==> src/rtl/u3x_pkg.sv <==
package u3x_pkg;
    localparam int unsigned SAMPLES_PER_BIT = 3;
    localparam int unsigned DATA_BITS       = 8;
    localparam int unsigned CAPTURE_LEN     = 29;
    localparam int unsigned IDX_W           = $clog2(CAPTURE_LEN);

    typedef enum logic {CAP_IDLE = 1'b0, CAP_RUN = 1'b1} cap_state_t;

    typedef struct packed {
        logic                 valid;
        logic [DATA_BITS-1:0] data;
    } rx_byte_t;

    // Word is shifted in first sample at the top; bit k lives at 24 - 3k.
    function automatic logic [DATA_BITS-1:0] pick_bits(input logic [CAPTURE_LEN-1:0] w);
        logic [DATA_BITS-1:0] b;
        for (int k = 0; k < DATA_BITS; k++) begin
            b[k] = w[CAPTURE_LEN - 5 - SAMPLES_PER_BIT * k];
        end
        return b;
    endfunction
endpackage

==> src/rtl/u3x_sync.sv <==
module u3x_sync #(
    parameter int unsigned STAGES = 2
) (
    input  logic clk,
    input  logic rst,
    input  logic d_in,
    output logic d_out
);
    logic [STAGES-1:0] chain;

    generate
        for (genvar i = 0; i < STAGES; i++) begin : g_stage
            if (i == 0) begin : g_first
                always_ff @(posedge clk) begin
                    if (rst) chain[0] <= 1'b1;
                    else     chain[0] <= d_in;
                end
            end else begin : g_next
                always_ff @(posedge clk) begin
                    if (rst) chain[i] <= 1'b1;
                    else     chain[i] <= chain[i-1];
                end
            end
        end
    endgenerate

    assign d_out = chain[STAGES-1];
endmodule

==> src/rtl/u3x_tick.sv <==
module u3x_tick #(
    parameter int unsigned DIV_W = 8
) (
    input  logic             clk,
    input  logic             rst,
    input  logic             restart,
    input  logic             run,
    input  logic [DIV_W-1:0] div,
    output logic             tick
);
    localparam int unsigned CNT_W = DIV_W + 1;
    logic [CNT_W-1:0] cnt;

    always_ff @(posedge clk) begin
        if (rst)               cnt <= '0;
        else if (restart)      cnt <= {1'b0, div};
        else if (run) begin
            if (cnt == '0)     cnt <= {div, 1'b1};
            else               cnt <= cnt - 1'b1;
        end
    end

    assign tick = run && !restart && (cnt == '0);

    // ticks are at least two clocks apart
    a_r2_tick_gap: assert property (@(posedge clk) disable iff (rst)
        tick |=> !tick);
endmodule

==> src/rtl/u3x_capture.sv <==
module u3x_capture
    import u3x_pkg::*;
(
    input  logic     clk,
    input  logic     rst,
    input  logic     enable,
    input  logic     line,
    input  logic     tick,
    output logic     restart,
    output logic     running,
    output rx_byte_t out_byte
);
    cap_state_t             state;
    logic [IDX_W-1:0]       idx;
    logic [CAPTURE_LEN-2:0] shreg;
    logic                   last;

    assign running = (state == CAP_RUN);
    assign restart = enable && (state == CAP_IDLE) && !line;
    assign last    = running && tick && (idx == IDX_W'(CAPTURE_LEN - 1));

    always_ff @(posedge clk) begin
        if (rst || !enable) begin
            state <= CAP_IDLE;
            idx   <= '0;
            shreg <= '0;
        end else if (restart) begin
            state <= CAP_RUN;
            idx   <= '0;
        end else if (running && tick) begin
            shreg <= {shreg[CAPTURE_LEN-3:0], line};
            idx   <= idx + 1'b1;
            if (last) state <= CAP_IDLE;
        end
    end

    always_comb begin
        out_byte.valid = last && enable;
        out_byte.data  = pick_bits({shreg, line});
    end

    // nothing is produced in the cycle after enable is low
    a_r9_quiet_disabled: assert property (@(posedge clk) disable iff (rst)
        !enable |=> !out_byte.valid);
    // re-arm right after the last sample
    a_r5_rearm: assert property (@(posedge clk) disable iff (rst)
        out_byte.valid |=> (state == CAP_IDLE));
endmodule

==> src/rtl/u3x_fifo.sv <==
module u3x_fifo #(
    parameter int unsigned DEPTH = 8,
    parameter int unsigned WIDTH = 8
) (
    input  logic             clk,
    input  logic             rst,
    input  logic             wr,
    input  logic [WIDTH-1:0] wdata,
    input  logic             rd,
    output logic [WIDTH-1:0] rdata,
    output logic             not_empty,
    output logic             ovf,
    input  logic             ovf_clr
);
    localparam int unsigned AW = $clog2(DEPTH);
    localparam int unsigned CW = AW + 1;

    logic [WIDTH-1:0] mem [DEPTH];
    logic [AW-1:0]    wp, rp;
    logic [CW-1:0]    count;
    logic             full, do_rd, do_wr;

    assign full      = (count == CW'(DEPTH));
    assign not_empty = (count != '0);
    assign do_rd     = rd && not_empty;
    assign do_wr     = wr && (!full || do_rd);
    assign rdata     = mem[rp];

    always_ff @(posedge clk) begin
        if (do_wr) mem[wp] <= wdata;
    end

    always_ff @(posedge clk) begin
        if (rst) begin
            wp    <= '0;
            rp    <= '0;
            count <= '0;
            ovf   <= 1'b0;
        end else begin
            if (do_wr) wp <= (wp == AW'(DEPTH - 1)) ? '0 : wp + 1'b1;
            if (do_rd) rp <= (rp == AW'(DEPTH - 1)) ? '0 : rp + 1'b1;
            count <= count + CW'(do_wr) - CW'(do_rd);
            if (wr && !do_wr)  ovf <= 1'b1;
            else if (ovf_clr)  ovf <= 1'b0;
        end
    end

    a_r6_count_bound: assert property (@(posedge clk) disable iff (rst)
        count <= CW'(DEPTH));
    a_r7_ovf_set: assert property (@(posedge clk) disable iff (rst)
        (wr && full && !rd) |=> ovf);
    a_r8_ovf_sticky: assert property (@(posedge clk) disable iff (rst)
        (ovf && !ovf_clr) |=> ovf);
    a_r10_empty_read: assert property (@(posedge clk) disable iff (rst)
        (rd && !not_empty && !wr) |=> !not_empty);
endmodule

==> src/rtl/u3x_rx.sv <==
module u3x_rx
    import u3x_pkg::*;
#(
    parameter int unsigned DIV_W       = 8,
    parameter int unsigned FIFO_DEPTH  = 8,
    parameter int unsigned SYNC_STAGES = 2
) (
    input  logic             clk,
    input  logic             rst,
    input  logic             rx_line,
    input  logic [DIV_W-1:0] clk_div,
    input  logic             rx_enable,
    input  logic             rd_en,
    output logic [7:0]       rd_data,
    output logic             not_empty,
    output logic             ovf_flag,
    input  logic             ovf_clear
);
    logic     line_s, tick, restart, running;
    rx_byte_t got;

    u3x_sync #(.STAGES(SYNC_STAGES)) u_sync (
        .clk(clk), .rst(rst), .d_in(rx_line), .d_out(line_s)
    );

    u3x_tick #(.DIV_W(DIV_W)) u_tick (
        .clk(clk), .rst(rst), .restart(restart), .run(running),
        .div(clk_div), .tick(tick)
    );

    u3x_capture u_cap (
        .clk(clk), .rst(rst), .enable(rx_enable), .line(line_s),
        .tick(tick), .restart(restart), .running(running), .out_byte(got)
    );

    u3x_fifo #(.DEPTH(FIFO_DEPTH), .WIDTH(DATA_BITS)) u_fifo (
        .clk(clk), .rst(rst), .wr(got.valid), .wdata(got.data),
        .rd(rd_en), .rdata(rd_data), .not_empty(not_empty),
        .ovf(ovf_flag), .ovf_clr(ovf_clear)
    );

    // reset leaves the FIFO empty and the flag clear
    a_r1_reset_state: assert property (@(posedge clk)
        $past(rst) |-> (!not_empty && !ovf_flag));
endmodule

==> config.mk <==
export PLATFORM = sky130hd
export DESIGN_NAME = u3x_rx
export DESIGN_NICKNAME = d
export VERILOG_FILES = /design/src/rtl/u3x_pkg.sv /design/src/rtl/u3x_sync.sv /design/src/rtl/u3x_tick.sv /design/src/rtl/u3x_capture.sv /design/src/rtl/u3x_fifo.sv /design/src/rtl/u3x_rx.sv
export SDC_FILE = /design/constraint.sdc
export NUM_CORES = 1
export LEC_CHECK = 0
export CORE_MARGIN = 2
export CORE_UTILIZATION = 28
export DETAILED_ROUTE_END_ITERATION = 6
export DONT_BUFFER_PORTS = 1
export PLACE_DENSITY = 0.43
export SLEW_MARGIN = 15
export SYNTH_ARGS = -nofsm -noshare
export SYNTH_HDL_FRONTEND = slang
export SYNTH_SLANG_ARGS = --single-unit
==> constraint.sdc <==
create_clock -name clk -period 3 [get_ports clk]
set_clock_uncertainty 0.2 [all_clocks]
set_input_delay 0.3 -clock clk [delete_from_list [all_inputs] [get_ports clk]]
set_output_delay 0.3 -clock clk [all_outputs]
set_load 0.02 [all_outputs]
* After elaboration in Yosys (flattened, before gate mapping) *
Memories as Yosys holds them, arrays and structs flattened. A register that Yosys moved wholly into a read port is not among the register bits.
Index checks and enable logic that the tools add are counted.

operators by class
  bitwise logic cells = 2
  $add $sub $neg = 6
  reduce and logical (&&, ||, !) cells = 27
  mux-type cells = 14
  equality and inequality tests = 4

operators with widths
  cell                                                                 count
  8-bit two-way mux                                                    2
  3-bit two-way mux                                                    4
  1-bit logical AND                                                    10
  9-bit logical NOT                                                    1
  9-bit two-way mux                                                    1
  9-bit by 1-bit subtractor with 9-bit output (second input constant)  1
  2-bit nonzero test                                                   4
  1-bit two-way mux                                                    7
  3-bit by 1-bit adder with 3-bit output (second input constant)       2
  3-bit equality test (second input constant)                          2
  5-bit by 1-bit adder with 5-bit output (second input constant)       1
  5-bit equality test (second input constant)                          1
  1-bit logical NOT                                                    5
  4-bit by 1-bit adder with 4-bit output                               1
  4-bit equality test (second input constant)                          1
  2-bit AND reduction                                                  2
  4-bit nonzero test                                                   1
  2-bit OR reduction                                                   2
  4-bit by 1-bit subtractor with 4-bit output                          1
  1-bit logical OR                                                     2
  1-bit inverter                                                       2

storage, ports and cells
  memories kept = 1
  output and inout bits = 10
  input bits = 14
  RAM bits = 64
  register bits = 52
  word-level logic and storage cells = 65

memory list
  memory      words  bits a word  rd ports  clocked after Yosys merged registers in  write ports  line            RTL
  u_fifo.mem  8      8            1         1                                        1            u3x_fifo.sv:18  logic [WIDTH-1:0] mem [DEPTH];

* Logic depth before layout (Yosys ltp) *
Gate-level depths: netlist of the first run.

  word-level depth = 13
  depth in mapped cells = 12
  depth with buffers taken out = 12

* Modules after synthesis *
Synthesis of the first run repeated with hierarchy kept, for this count alone.

second synthesis, totals
  cells, all modules = 419
  area, all modules = 5141.2 sq um

by module, submodules not included
  module       cells an instance  area each (sq um)  times used  sequential area each (sq um)
  u3x_fifo     187                3278.1             1           2202.1
  u3x_capture  149                1181.1             1           600.6
  u3x_tick     79                 629.4              1           180.2
  u3x_sync     4                  52.6               1           40.0

* Worst setup path after synthesis of the first run *
No wires, ideal clock.

  kind = reg-to-reg
  from = reg u_tick.cnt[4]
  to = mem u_fifo.mem[0][0] (enable)
  setup time = 395 ps
  cell stages (with the launch flop) = 7
  arrival time = 2393 ps
  clock period less this slack = 2988 ps
  path slack = 12 ps
  required time = 2405 ps
  buffers on the path = 2
  cell sequence = dfxtp_1 -> buf_6 -> or4b_4 -> buf_6 -> nor4_4 -> nand2_1 -> nor4_1

on the way
  word-level cells in the longest chain between the ends = 8

ends and longest elaborated chain
  element                                  line               RTL
  start: declaration                       u3x_tick.sv:12     logic [CNT_W-1:0] cnt;
  start signal: assignment                 u3x_tick.sv:16     else if (restart) cnt <= {1'b0, div};
  start signal: assignment                 u3x_tick.sv:18     if (cnt == '0) cnt <= {div, 1'b1};
  start signal: assignment                 u3x_tick.sv:19     else cnt <= cnt - 1'b1;
  9-bit logical NOT                        u3x_tick.sv:23     assign tick = run && !restart && (cnt == '0);
  1-bit logical AND                        u3x_tick.sv:23
  1-bit logical AND (2 in a row)           u3x_capture.sv:20  assign last = running && tick && (idx == IDX_W'(CAPTURE_LEN - 1));
  1-bit logical AND                        u3x_capture.sv:38  out_byte.valid = last && enable;
  1-bit logical AND                        u3x_fifo.sv:26     assign do_wr = wr && (!full || do_rd);
  1-bit two-way mux                        u3x_fifo.sv:30     if (do_wr) mem[wp] <= wdata;
  1-bit two-way mux (not written as such)  u3x_fifo.sv:30
  end: declaration                         u3x_fifo.sv:18

Every way passes these cells.

* Worst setup path after layout of the first run *
  from = reg u_tick.cnt[0]
  to = reg u_fifo.count[2]

on the way
  word-level cells in the longest chain between the ends = 8

ends and longest elaborated chain
  element                                      line               RTL
  9-bit logical NOT                            u3x_tick.sv:23
  1-bit logical AND                            u3x_tick.sv:23
  1-bit logical AND (2 in a row)               u3x_capture.sv:20
  1-bit logical AND                            u3x_capture.sv:38
  1-bit logical AND                            u3x_fifo.sv:26
  net u_fifo.do_wr                             u3x_fifo.sv:21     logic full, do_rd, do_wr;
  4-bit by 1-bit adder with 4-bit output       u3x_fifo.sv:42     count <= count + CW'(do_wr) - CW'(do_rd);
  4-bit by 1-bit subtractor with 4-bit output  u3x_fifo.sv:42
  end signal: assignment                       u3x_fifo.sv:42
  end: declaration                             u3x_fifo.sv:20     logic [CW-1:0] count;

The timed path passes the listed nets, and every way through them passes these cells.
A chain may end at the register's enable or synchronous reset.

==> run summary, run 1 <==
============================================================================
Result of the run                                                  completed
Async set or reset register ratio after synthesis                         0%
Final worst path period need                                         2740 ps
Count of unresolved DRC violations after routing                           0
Highest-count cells in the layout ignoring fill and taps        edfxtp_1, nand2_1, dfxtp_1, a21oi_1, buf_4
Type of the worst min-delay path                                input port to flip-flop
Violation count after the first detailed-route iteration                 152
RSZ-0062 raised after global routing                                   false
Maximum number of buffers from clock root to sink                          2
Synth Flop Type                                                     edfxtp_1
Setup violations, final                                                    0
Total die area                                                    0.0193 mm²
CTS HTree Levels                                                           4
Buffer and inverter count on the worst path                                3
Count of flip-flops with a built-in enable after synthesis                64
Count of clock tree sinks                                                119
Critical path start-end classification                          flip-flop to flip-flop
Vias after detailed routing                                             3232
Cell family with the largest share of critical-path delay       simple AND/OR/NAND/NOR gates
Total grt overflow                                                         0
Die width                                                             139 µm
Post-layout net count                                                    471
Final Slew Violations                                                      0
Average wire per standard cell                                       15.4 µm
Total design power                                                   4.64 mW
Final Routed Wirelength                                             10500 µm
Layout Utilization                                                     34.5%
CP Cell Sequence                                                inv_1, ha_1, or4b_1, nor4_4, nand2_1, inv_1, ha_1, inv_1, fa_1, xor2_1, nor2_1
WHS                                                                  20.7 ps
Worst-path clk slew                                                    50 ps
Worst setup slack after placement                                     287 ps
Worst-Skew Late Latency                                               420 ps
Inserted Diodes                                                            0
Yosys reg bits                                                           119
Final Cell Area                                                  0.00618 mm²
Total routing resource utilization after global routing                11.7%
Avg Inst Size Synth                                                 12.4 µm²
Maximum fanout along the worst path                                        5
Number of instances in the placed design                                 637
Routed Antenna Nets                                                        0
Post-route worst setup slack                                          260 ps
Remaining max-slew budget at the tightest pin                          34.1%
Endpoint required time on the critical path                          3070 ps
Arrival time of the worst setup path                                 2810 ps
Element type at the critical path end                              flip-flop
Area growth from synthesis to layout                                   21.1%
Number of max-cap violations                                               0
Core Box Area                                                     0.0179 mm²
Share of the clock period used by the worst path after layout          91.3%
Sequential area share after synthesis                                  59.2%
Kind of start point of the critical path                           flip-flop
Initial core utilization                                               28.5%
Vias in the first global route                                          3294
Most common cell after layout, fill and taps aside                  edfxtp_1
Syn nets                                                                 441
Sum Neg Setup Slack                                                     0 ps
Cell at the root of the clock tree                                 clkbuf_16
Average vias per placed instance                                        4.73
Number of clock buffers inserted by TritonCTS                             17
Std-Cell Rows                                                             49
Number of ports placed on the die boundary                                24
Area of placed instances                                         0.00539 mm²
Detail Placement HPWL                                                6670 µm
Die height                                                            139 µm
Postcts setup bufs                                                         0
CTS tree                                                               built
Largest net degree at the start of global routing                         27
Pre-antenna DRT Iters                                                      4
Final hold violation count                                                 0
Fin cells                                                                684
Transition time of the tightest slew-check pin                        989 ps
Wire length of the first global-routing pass                        17400 µm
Layout cells sized above 1                                             18.9%
YS warnings                                                                0
Synth unique cells                                                        53
Leakage                                                              2.13 nW
Crit-path max cell delay                                              500 ps
Final GP Congestion                                                    0.769
Post-Syn Area                                                    0.00510 mm²
FMAX                                                                 365 MHz
Largest vdd supply drop                                             0.394 mV
Areal power density over the cells                                750 mW/mm²
Cell at the slowest stage of the critical path                        or4b_1
Count of input and output buffers                                          0
Initial antenna violation count                                            0
Cell count after synthesis                                               412
CP dominant cell by count                                              inv_1
============================================================================
[synthesized netlist by cell type, types with 2 or more instances]
cell type / count / share of area, %
edfxtp_1: 64 / 38
nand2_1: 62 / 4.6
dfxtp_1: 55 / 22
a21oi_1: 36 / 3.5
nor2_1: 18 / 1.3
inv_1: 16 / 1.2
mux4_2: 16 / 7.1
ha_1: 14 / 3.4
mux2_2: 10 / 2.2
clkbuf_1: 9 / 0.66
nand3_1: 9 / 0.88
nor3_1: 7 / 0.69
a211oi_1: 6 / 0.88
nor2b_1: 6 / 0.74
o21ai_0: 6 / 0.59
xnor2_1: 6 / 1.0
buf_6: 5 / 1.1
nand2b_1: 5 / 0.61
nor4_1: 5 / 0.61
mux2i_1: 4 / 0.78
a21o_1: 3 / 0.44
buf_1: 3 / 0.22
buf_2: 3 / 0.29
o21ai_1: 3 / 0.29
o32ai_1: 3 / 0.51
or2_2: 3 / 0.37
or3b_2: 3 / 0.51
buf_4: 2 / 0.29
nor3b_1: 2 / 0.29
nor4_4: 2 / 0.83
o2bb2ai_1: 2 / 0.34
or3_1: 2 / 0.25
xor2_1: 2 / 0.34
[registers in the layout (all words and copies together), names as in the netlist, named ones only]
register / cells
u_fifo.wp: 3
u_fifo.ovf: 1
u_cap.running: 1
u_cap.idx: 5
u_fifo.mem: 64
u_tick.cnt: 9
u_fifo.rp: 3
u_sync.d_out: 1
u_fifo.count: 4
u_cap.shreg: 24
u_sync.chain: 1
[worst min-delay path: cells and delay by family]
kind,cells,cell delay (ps)
AOI/OAI and AO/OA,1,130
and+or+nand+nor,2,150
[kinds of logic after synthesis]
group	synth area share (%)
fa+ha+maj	3.82
compound gates	8.09
flops	59.2
xor+xnor	1.37
buf+inv	4.02
simple gates	13.4
mux	10.1
[timing repair]
| item | CTS | global route |
|---|---|---|
| resized for setup | 0 | 0 |
| hold endpoints to repair | 26 | 0 |
| hold buffers | 15 | 0 |
[worst paths after layout]
path | start | endpoint | slack, ps | depth (start not counted)
setup reg to reg | u_tick.cnt[0] | u_fifo.count[2] | 260 | 11
setup / recovery | u_tick.cnt[0] | u_fifo.count[2] | 260 | 11
hold reg to reg | u_sync.chain[0] | u_sync.d_out | 210 | 1
hold / removal | rx_enable | u_fifo.ovf | 20 | 3
[final cells by class]
class	instances	area, µm²
clock inverters	12	201
repair buffers	34	293
well taps	229	287
multi-input cells	254	1880
clock buffers	20	437
inverters	16	60.1
fillers	1803	11700
flip-flops and latches	119	3020
[metal layers]
metal | global-route usage, % | vias to the layer above | part of all wire (%)
met3 | 3.76 | 18 | 3.8
met5 | 0 | - | 0
met1 | 13.8 | 1601 | 45
met4 | 5.26 | 0 | 1.9
met2 | 19.5 | 47 | 49
li1 | - | 1566 | -
[where the power goes]
part           internal [mW]  switching (mW)  leakage, nW
Combinational          0.302           0.352        0.729
Sequential              1.75          0.0352         1.10
Clock                   1.47           0.726        0.304
(Power assumes the default switching activity.)
==> run 2, diff against run 1 <==
Settings changed: CORE_UTILIZATION 28 to 55, PLACE_DENSITY 0.43 to 0.73.
==> run 2 against run 1 <==
Net effect: via count up 0.19%; sequential share of layout area up 1.9 points; largest power group unchanged; total power down 6.4%; clock power down 13%; worst setup slack worse by 57 ps; flip-flop and latch count unchanged; critical path depth down 4; core utilization up 31 points; hold slack better by 22 ps; first-iteration DRC count down 7.9%.
==> run summary, run 2 (synthesized netlist as in run 1, its figures left out) <==
============================================================================
Result of the run                                                  completed
Total routing resource utilization after global routing                21.3%
Final GP Congestion                                                    0.807
Final Cell Area                                                  0.00595 mm²
Register with the most flip-flops                                 u_fifo.mem
Vias after detailed routing                                             3238
Die height                                                            100 µm
Total grt overflow                                                         0
Sum Neg Setup Slack                                                     0 ps
WHS                                                                  42.9 ps
Remaining max-slew budget at the tightest pin                          37.6%
Element type at the critical path end                              flip-flop
Die width                                                             100 µm
Critical path start-end classification                          flip-flop to flip-flop
Registers with the most flip-flops                              u_fifo.mem: 64 flops, u_cap.shreg: 24 flops, u_tick.cnt: 9 flops
Crit. Startpoint                                                u_tick.cnt[0]
Leakage                                                              2.10 nW
CTS tree                                                               built
Violation count after the first detailed-route iteration                 140
Inserted Diodes                                                            0
Final hold violation count                                                 0
Largest net degree at the start of global routing                         27
RSZ-0062 raised after global routing                                   false
Post-layout net count                                                    469
Count of unresolved DRC violations after routing                           0
Wire length of the first global-routing pass                        15900 µm
Number of flip-flops under the largest register name                      64
Final Slew Violations                                                      0
Detail Placement HPWL                                                5920 µm
Setup violations, final                                                    0
Most common cell after layout, fill and taps aside                  edfxtp_1
Largest vdd supply drop                                             0.398 mV
Initial antenna violation count                                            0
Average wire per standard cell                                       17.1 µm
Number of ports placed on the die boundary                                24
Highest-count cells in the layout ignoring fill and taps        edfxtp_1, nand2_1, dfxtp_1, a21oi_1, nor2_1
Vias in the first global route                                          3332
Areal power density over the cells                                729 mW/mm²
Average vias per placed instance                                        5.74
Number of clock buffers inserted by TritonCTS                             17
Pre-antenna DRT Iters                                                      5
Reg-to-reg slack, setup                                               200 ps
Std-Cell Rows                                                             35
Area growth from synthesis to layout                                   16.6%
Cell at the root of the clock tree                                  clkbuf_8
Routed Antenna Nets                                                        0
Core Box Area                                                    0.00911 mm²
FMAX                                                                 357 MHz
Number of max-cap violations                                               0
Worst setup slack after placement                                     239 ps
Area of placed instances                                         0.00521 mm²
Endpoint of the worst-slack reg-to-reg timing path              u_tick.cnt[5]
Arrival time of the worst setup path                                 3010 ps
Total design power                                                   4.34 mW
Final worst path period need                                         2800 ps
End point of the critical path                                  u_tick.cnt[5]
Maximum fanout along the worst path                                        5
Endpoint required time on the critical path                          3210 ps
Count of input and output buffers                                          0
Critical R2R Launch                                             u_tick.cnt[0]
Worst Hold Path Cells                                                      3
Area of the multi-input gates                                    0.00188 mm²
Worst r2r path cells                                                       7
Post-route worst setup slack                                          203 ps
Worst-Skew Late Latency                                               520 ps
Maximum number of buffers from clock root to sink                          2
Final Routed Wirelength                                              9660 µm
Sequential Area                                                  0.00302 mm²
Total die area                                                    0.0101 mm²
CTS HTree Levels                                                           4
Layout cells sized above 1                                             18.5%
Kind of start point of the critical path                           flip-flop
Initial core utilization                                               56.0%
Type of the worst min-delay path                                input port to flip-flop
Transition time of the tightest slew-check pin                        927 ps
Share of the clock period used by the worst path after layout          93.2%
Count of clock tree sinks                                                119
Layout fillers                                                           678
Worst-path clk slew                                                    60 ps
============================================================================
-- run 2: power breakdown --
part / switching (mW) / leakage, nW / internal, mW
Combinational: 0.322 / 0.722 / 0.295
Clock: 0.785 / 0.279 / 1.13
Sequential: 0.0590 / 1.10 / 1.75
Total: 1.17 / 2.10 / 3.17
-- run 2: worst min-delay path by stage --
stage | end | from | slack, ps
4_1_cts | u_tick.cnt[8] | clk_div[7] | 30
2_1_floorplan | u_sync.d_out | u_sync.chain[0] | 190
6_report | u_tick.cnt[8] | clk_div[7] | 40
3_3_place_gp | u_fifo.count[1] | rst | 170
5_1_grt | u_tick.cnt[8] | clk_div[7] | 80
3_5_place_dp | u_fifo.count[1] | rst | 170
-- run 2: cell type report --
| class | instances | area share [%] |
|---|---|---|
| sequential | 119 | 50.8 |
| multi-input combinational | 254 | 31.6 |
| clock buffer | 17 | 6.96 |
| timing repair buffer | 32 | 4.75 |
| clock inverter | 15 | 2.57 |
| tap | 111 | 2.33 |
| inverter | 16 | 1.01 |
-- run 2: worst max-delay path, stage by stage (launching register included) --
cell           delay [ps]
dfxtp_1               350
inv_1                 100
ha_1                  160
nor4b_1               580
nand3_1               340
o211ai_1              260
a211oi_1               90
dlygate4sd3_1         600
-- run 2: metal layers --
| metal | GRT usage, % | up-vias | wire length [µm] |
|---|---|---|---|
| met5 | 0 | - | 0 |
| met4 | 8.01 | 0 | 146 |
| met3 | 6.62 | 14 | 427 |
| met2 | 36.3 | 88 | 5020 |
| met1 | 25.3 | 1572 | 4070 |
| li1 | - | 1564 | - |
-- run 2: through the flow --
stage,util [%],std cells
after floorplan,-,412
after global placement,57.2,515
after detailed placement,57.2,515
after CTS,65.3,564
after global routing,65.3,564
final,65.3,564
-- run 2: timing repair --
item                                    4_1_cts  5_1_grt
hold buffers                                 17        0
resized for setup                             0        1
endpoints found under the hold margin        26        0
setup buffers                                 0        0
endpoints found under the setup margin        0        1
